--- config.mk ---
export PLATFORM = sky130hd
export DESIGN_NAME = ldi_dec
export DESIGN_NICKNAME = d
export VERILOG_FILES = /design/src/rtl/ldi_pkg.sv /design/src/rtl/ldi_wide_dec.sv /design/src/rtl/ldi_short_dec.sv /design/src/rtl/ldi_pair_dec.sv /design/src/rtl/ldi_dec.sv
export SDC_FILE = /design/constraint.sdc
export NUM_CORES = 1
export LEC_CHECK = 0
export BUFFER_PORTS_ARGS = -buffer_cell sky130_fd_sc_hd__buf_2
export CAP_MARGIN = 20
export CORE_MARGIN = 3
export CORE_UTILIZATION = 38
export DETAILED_ROUTE_END_ITERATION = 10
export PLACE_DENSITY = 0.85
export SYNTH_ARGS = -nofsm -noshare
export SYNTH_HDL_FRONTEND = slang
export SYNTH_SLANG_ARGS = --single-unit
--- constraint.sdc ---
create_clock -name vclk -period 3.36
set_input_delay 0.672 -clock vclk [all_inputs]
set_output_delay 0.672 -clock vclk [all_outputs]
set_load 0.005 [all_outputs]
--- src/rtl/ldi_pkg.sv ---
package ldi_pkg;
  localparam int unsigned REG_W  = 4;
  localparam int unsigned INSN_W = 32;
  localparam int unsigned HALF_W = INSN_W / 2;
  localparam int unsigned IMM_W  = 12;

  // variant selectors for the compact-set sub-decoders
  localparam int unsigned SHORT_REG  = 0;
  localparam int unsigned SHORT_SP   = 1;
  localparam int unsigned N_SHORT    = 2;
  localparam int unsigned PAIR_PLAIN = 0;
  localparam int unsigned PAIR_IDX   = 1;
  localparam int unsigned N_PAIR     = 2;

  localparam logic [REG_W-1:0] PC_IDX = '1;

  typedef struct packed {
    logic             hit;
    logic             lit;
    logic             upv;
    logic             udf;
    logic             unp;
    logic [REG_W-1:0] rt;
    logic [REG_W-1:0] rn;
    logic [IMM_W-1:0] imm;
    logic             idx;
    logic             add;
    logic             wb;
  } ldi_res_t;

  localparam int unsigned RES_W = $bits(ldi_res_t);
endpackage

--- src/rtl/ldi_wide_dec.sv ---
module ldi_wide_dec
  import ldi_pkg::*;
(
  input  logic [INSN_W-1:0] word_i,
  output ldi_res_t          res_o
);
  logic             p, u, w, wb, opc_ok;
  logic [REG_W-1:0] rn, rt;

  assign p  = word_i[24];
  assign u  = word_i[23];
  assign w  = word_i[21];
  assign rn = word_i[19:16];
  assign rt = word_i[15:12];
  assign wb = ~p | w;
  assign opc_ok = (word_i[31:28] != 4'hF) && (word_i[27:25] == 3'b010)
                  && !word_i[22] && word_i[20];

  always_comb begin
    res_o = '0;
    if (opc_ok) begin
      if (rn == PC_IDX) begin
        res_o.lit = 1'b1;
      end else if (!p && w) begin
        res_o.upv = 1'b1;
      end else begin
        res_o.hit = 1'b1;
        res_o.rt  = rt;
        res_o.rn  = rn;
        res_o.imm = word_i[11:0];
        res_o.idx = p;
        res_o.add = u;
        res_o.wb  = wb;
        res_o.unp = wb && (rn == rt);
      end
    end
  end
endmodule

--- src/rtl/ldi_short_dec.sv ---
module ldi_short_dec
  import ldi_pkg::*;
#(
  parameter int unsigned FORM   = SHORT_REG,
  parameter int unsigned SP_IDX = 13
) (
  input  logic [HALF_W-1:0] half_i,
  output ldi_res_t          res_o
);
  generate
    if (FORM == SHORT_REG) begin : g_reg
      always_comb begin
        res_o = '0;
        if (half_i[15:11] == 5'b01101) begin
          res_o.hit = 1'b1;
          res_o.rt  = REG_W'(half_i[2:0]);
          res_o.rn  = REG_W'(half_i[5:3]);
          res_o.imm = IMM_W'({half_i[10:6], 2'b00});
          res_o.idx = 1'b1;
          res_o.add = 1'b1;
        end
      end
    end else begin : g_sp
      always_comb begin
        res_o = '0;
        if (half_i[15:11] == 5'b10011) begin
          res_o.hit = 1'b1;
          res_o.rt  = REG_W'(half_i[10:8]);
          res_o.rn  = REG_W'(SP_IDX);
          res_o.imm = IMM_W'({half_i[7:0], 2'b00});
          res_o.idx = 1'b1;
          res_o.add = 1'b1;
        end
      end
    end
  endgenerate
endmodule

--- src/rtl/ldi_pair_dec.sv ---
module ldi_pair_dec
  import ldi_pkg::*;
#(
  parameter int unsigned FORM = PAIR_PLAIN
) (
  input  logic [HALF_W-1:0] hw1_i,
  input  logic [HALF_W-1:0] hw2_i,
  input  logic              in_blk_i,
  input  logic              last_blk_i,
  output ldi_res_t          res_o
);
  logic [REG_W-1:0] rn, rt;
  logic             pc_hazard;

  assign rn = hw1_i[3:0];
  assign rt = hw2_i[15:12];
  // destination PC only allowed outside a block or at its end
  assign pc_hazard = (rt == PC_IDX) && in_blk_i && !last_blk_i;

  generate
    if (FORM == PAIR_PLAIN) begin : g_plain
      always_comb begin
        res_o = '0;
        if (hw1_i[15:4] == 12'hF8D) begin
          if (rn == PC_IDX) begin
            res_o.lit = 1'b1;
          end else begin
            res_o.hit = 1'b1;
            res_o.rt  = rt;
            res_o.rn  = rn;
            res_o.imm = hw2_i[11:0];
            res_o.idx = 1'b1;
            res_o.add = 1'b1;
            res_o.unp = pc_hazard;
          end
        end
      end
    end else begin : g_idx
      logic p, u, w;
      assign p = hw2_i[10];
      assign u = hw2_i[9];
      assign w = hw2_i[8];
      always_comb begin
        res_o = '0;
        if ((hw1_i[15:4] == 12'hF85) && hw2_i[11]) begin
          if (rn == PC_IDX) begin
            res_o.lit = 1'b1;
          end else if (p && u && !w) begin
            res_o.upv = 1'b1;
          end else if (!p && !w) begin
            res_o.udf = 1'b1;
          end else begin
            res_o.hit = 1'b1;
            res_o.rt  = rt;
            res_o.rn  = rn;
            res_o.imm = IMM_W'(hw2_i[7:0]);
            res_o.idx = p;
            res_o.add = u;
            res_o.wb  = w;
            res_o.unp = (w && (rn == rt)) || pc_hazard;
          end
        end
      end
    end
  endgenerate
endmodule

--- src/rtl/ldi_dec.sv ---
module ldi_dec
  import ldi_pkg::*;
#(
  parameter int unsigned OFF_W  = 32,
  parameter int unsigned SP_IDX = 13
) (
  input  logic [INSN_W-1:0] instr_i,
  input  logic              compact_i,
  input  logic              in_blk_i,
  input  logic              last_blk_i,
  output logic              match_o,
  output logic              lit_redir_o,
  output logic              unpriv_redir_o,
  output logic              undef_o,
  output logic              unpred_o,
  output logic [REG_W-1:0]  rt_o,
  output logic [REG_W-1:0]  rn_o,
  output logic [OFF_W-1:0]  offset_o,
  output logic              index_o,
  output logic              add_o,
  output logic              wback_o
);
  localparam int unsigned N_CAND = 1 + N_SHORT + N_PAIR;

  logic [HALF_W-1:0] hw1, hw2;
  logic              is_pair;
  ldi_res_t          wide_res;
  ldi_res_t          short_res [N_SHORT];
  ldi_res_t          pair_res  [N_PAIR];
  logic [RES_W-1:0]  cand      [N_CAND];
  logic [RES_W-1:0]  merged;
  ldi_res_t          res;

  assign hw1 = instr_i[INSN_W-1:HALF_W];
  assign hw2 = instr_i[HALF_W-1:0];
  // leading 111 with a nonzero next pair marks a two-halfword instruction
  assign is_pair = (hw1[15:13] == 3'b111) && (hw1[12:11] != 2'b00);

  ldi_wide_dec u_wide (
    .word_i (instr_i),
    .res_o  (wide_res)
  );

  generate
    for (genvar k = 0; k < N_SHORT; k++) begin : g_short
      ldi_short_dec #(
        .FORM   (k),
        .SP_IDX (SP_IDX)
      ) u_short (
        .half_i (hw1),
        .res_o  (short_res[k])
      );
      assign cand[1+k] = (compact_i && !is_pair) ? short_res[k] : '0;
    end

    for (genvar k = 0; k < N_PAIR; k++) begin : g_pair
      ldi_pair_dec #(
        .FORM (k)
      ) u_pair (
        .hw1_i      (hw1),
        .hw2_i      (hw2),
        .in_blk_i   (in_blk_i),
        .last_blk_i (last_blk_i),
        .res_o      (pair_res[k])
      );
      assign cand[1+N_SHORT+k] = (compact_i && is_pair) ? pair_res[k] : '0;
    end
  endgenerate

  assign cand[0] = compact_i ? '0 : wide_res;

  // opcode prefixes are disjoint, so at most one candidate is nonzero
  always_comb begin
    merged = '0;
    for (int k = 0; k < N_CAND; k++) merged = merged | cand[k];
  end

  assign res            = ldi_res_t'(merged);
  assign match_o        = res.hit;
  assign lit_redir_o    = res.lit;
  assign unpriv_redir_o = res.upv;
  assign undef_o        = res.udf;
  assign unpred_o       = res.unp;
  assign rt_o           = res.rt;
  assign rn_o           = res.rn;
  assign offset_o       = OFF_W'(res.imm);
  assign index_o        = res.idx;
  assign add_o          = res.add;
  assign wback_o        = res.wb;
endmodule

==> summary.md <==
| Metric | Value |
|---|---|
| Hold/Removal Path Class | input pin to output port |
| Largest net degree at the start of global routing | 17 |
| Post_cts resized | 0 |
| Slowest stage delay, CP | 0.57 ns |
| Unique masters post-synth | 35 |
| Crit share post-route | 94.6% |
| Total setup buffers inserted after CTS | 0 |
| HPWL after DPL | 2240 um |
| Avg Inst Size Synth | 7.21 sq um |
| Initial antenna violation count | 0 |
| Final max-slew violation count | 0 |
| All-Layer GR Usage | 17.4% |
| Row count | 16 |
| Global-route wire length before repair | 3860 um |
| Post-Layout Inst Area | 0.00109 sq mm |
| Diode count | 0 |
| Most frequent cells in the layout | 63 x buf_2, 20 x conb_1, 11 x a22o_1 |
| Period minus WS final | 3.18 ns |
| # Max-Cap Violations | 0 |
| CP Max Fanout | 5 |
| Ys Warns | 0 |
| Synthesis-to-layout area growth | 33.5% |
| Final-stage net count | 212 |
| Fill cells | 211 |
| Setup violations, final | 0 |
| DRT Wirelength | 2610 um |
| Hold-fix buffers, CTS | 0 |
| RePlAce Congestion | 0.859 |
| CP cell instances | buf_2 > or4b_4 > or4b_4 > nor3_1 > a221o_1 > buf_2 |
| Cells after synthesis | 113 |
| Fin Setup TNS | 0 ns |
| # IOs | 83 |
| Critical Path AT | 2.51 ns |
| Cell Area, Synth | 815 sq um |
| # port buffers | 63 |
| Share of the synthesized area in the top cell type | 19.4% |
| Initial core utilization | 40.7% |
| Synth top area cells | buf_4 19%, a22o_1 12%, a21o_1 9.2% |
| Status | finished, final reports clean |
| Seq/Total Area, Yosys | 0% |
| DR pass1 iterations | 4 |
| Setup crit start kind | input pin |
| Endpoints failing hold | 0 |
| RSZ-0062 raised after global routing | no |
| Hold Slack | 1.61 ns |
| Pleak | 0.686 nW |
| Via count | 1041 |
| Max Clk Rate | 315 MHz |
| Utilization after layout | 54.3% |
| Drt drc | 0 |
| Grt total ovfl | 0 |
| VDD IR max | 31.9 uV |
| Share of post-route cells with drive strength above 1 | 42.8% |
| Leading area contributor after synthesis | buf_4 |
| Dpl cell area | 0.00109 sq mm |
| Vias per cell | 5.21 |
| Tot Pwr | 0.0714 mW |
| Vert. Die Dim | 52.3 um |
| Cell with the largest stage delay on the worst path | or4b_4 |
| Crit path required time | 2.69 ns |
| Most common cell after layout, fill and taps aside | buf_2 |
| FF+latch count | 0 |
| DRT iter0 DRCs | 20 |
| Critical Path Sink Type | output port |
| CP Class | input pin to output port |
| FF/Latch Area | 0 sq um |
| Clkbuf count | 0 |
| Final ANT Viol Nets | 0 |
| Average wire per standard cell | 13.1 um |
| Total core area | 0.00200 sq mm |
| Die area | 0.00273 sq mm |
| Number of global-route vias before repair | 942 |
| Die Wd | 52.3 um |
| Cell Pwr Density | 65.7 mW/mm^2 |
[metrics by stage]
stage / setup slack (ns) / instances
2_1_floorplan: 0.524 / 132
4_1_cts: 0.183 / 200
5_1_grt: 0.0933 / 200
3_3_place_gp: 0.195 / 200
3_5_place_dp: 0.187 / 200
6_report: 0.182 / 200
[final timing paths]
kind   startpoint          end  slack, ns  cells past startpoint
max   instr_i[21]        add_o       0.18                      6
min    instr_i[2]  offset_o[2]       1.61                      3
[cells in the mapped netlist]
| cell | number |
|---|---|
| a21boi_0 | 1 |
| a21o_1 | 10 |
| a21oi_1 | 2 |
| a221o_1 | 2 |
| a221o_2 | 1 |
| a22o_1 | 11 |
| a22o_2 | 1 |
| a311o_1 | 1 |
| a31oi_1 | 1 |
| a41o_1 | 1 |
| and2_1 | 5 |
| and4_1 | 1 |
| and4b_1 | 1 |
| buf_4 | 21 |
| clkbuf_1 | 3 |
| conb_1 | 1 |
| ha_1 | 2 |
| inv_1 | 4 |
| nand2_1 | 7 |
| nand2_2 | 1 |
| nand2b_1 | 3 |
| nand3_1 | 2 |
| nand4_1 | 2 |
| nor2_1 | 5 |
| nor2b_1 | 1 |
| nor3_1 | 4 |
| nor4_1 | 5 |
| nor4_2 | 1 |
| nor4b_2 | 2 |
| o2111a_1 | 1 |
| o21ai_0 | 2 |
| o32ai_1 | 1 |
| or4b_1 | 1 |
| or4b_4 | 2 |
| xnor2_1 | 4 |
[power breakdown]
part,switching (mW),internal [mW],total (mW),leakage (nW)
registers,0,0,0,0
logic,0.0409,0.0305,0.0714,0.686
clock network,0,0,0,0
[metal layers]
layer / part of all wire (%) / GRT usage, %
met1: 37 / 19.4
met3: 11 / 1.99
met2: 52 / 35.7
met4: 0 / 0.851
met5: 0 / 0
[critical path, delay by kind of cell]
family / cells / cell delay [ns]
compound gates: 1 / 0.21
buf+inv: 2 / 0.25
simple gates: 3 / 1.38
[cells by family (layout without fill, tap and decap cells)]
| group | after synthesis | after routing | share of synthesized area [%] |
|---|---|---|---|
| fa+ha+maj | 2 | 2 | 3.07 |
| xor+xnor | 4 | 4 | 4.30 |
| other cells | 1 | 20 | 0.460 |
| buf+inv | 28 | 69 | 22.6 |
| compound gates | 35 | 35 | 35.2 |
| simple gates | 43 | 43 | 34.4 |
[layout make-up]
cell class / count / area [sq um] / area share, %
repair buffers: 65 / 330 / 30.4
multi-input cells: 104 / 708 / 65.1
well taps: 27 / 33.8 / 3.11
inverters: 4 / 15.0 / 1.38
(Power assumes the default switching activity.)
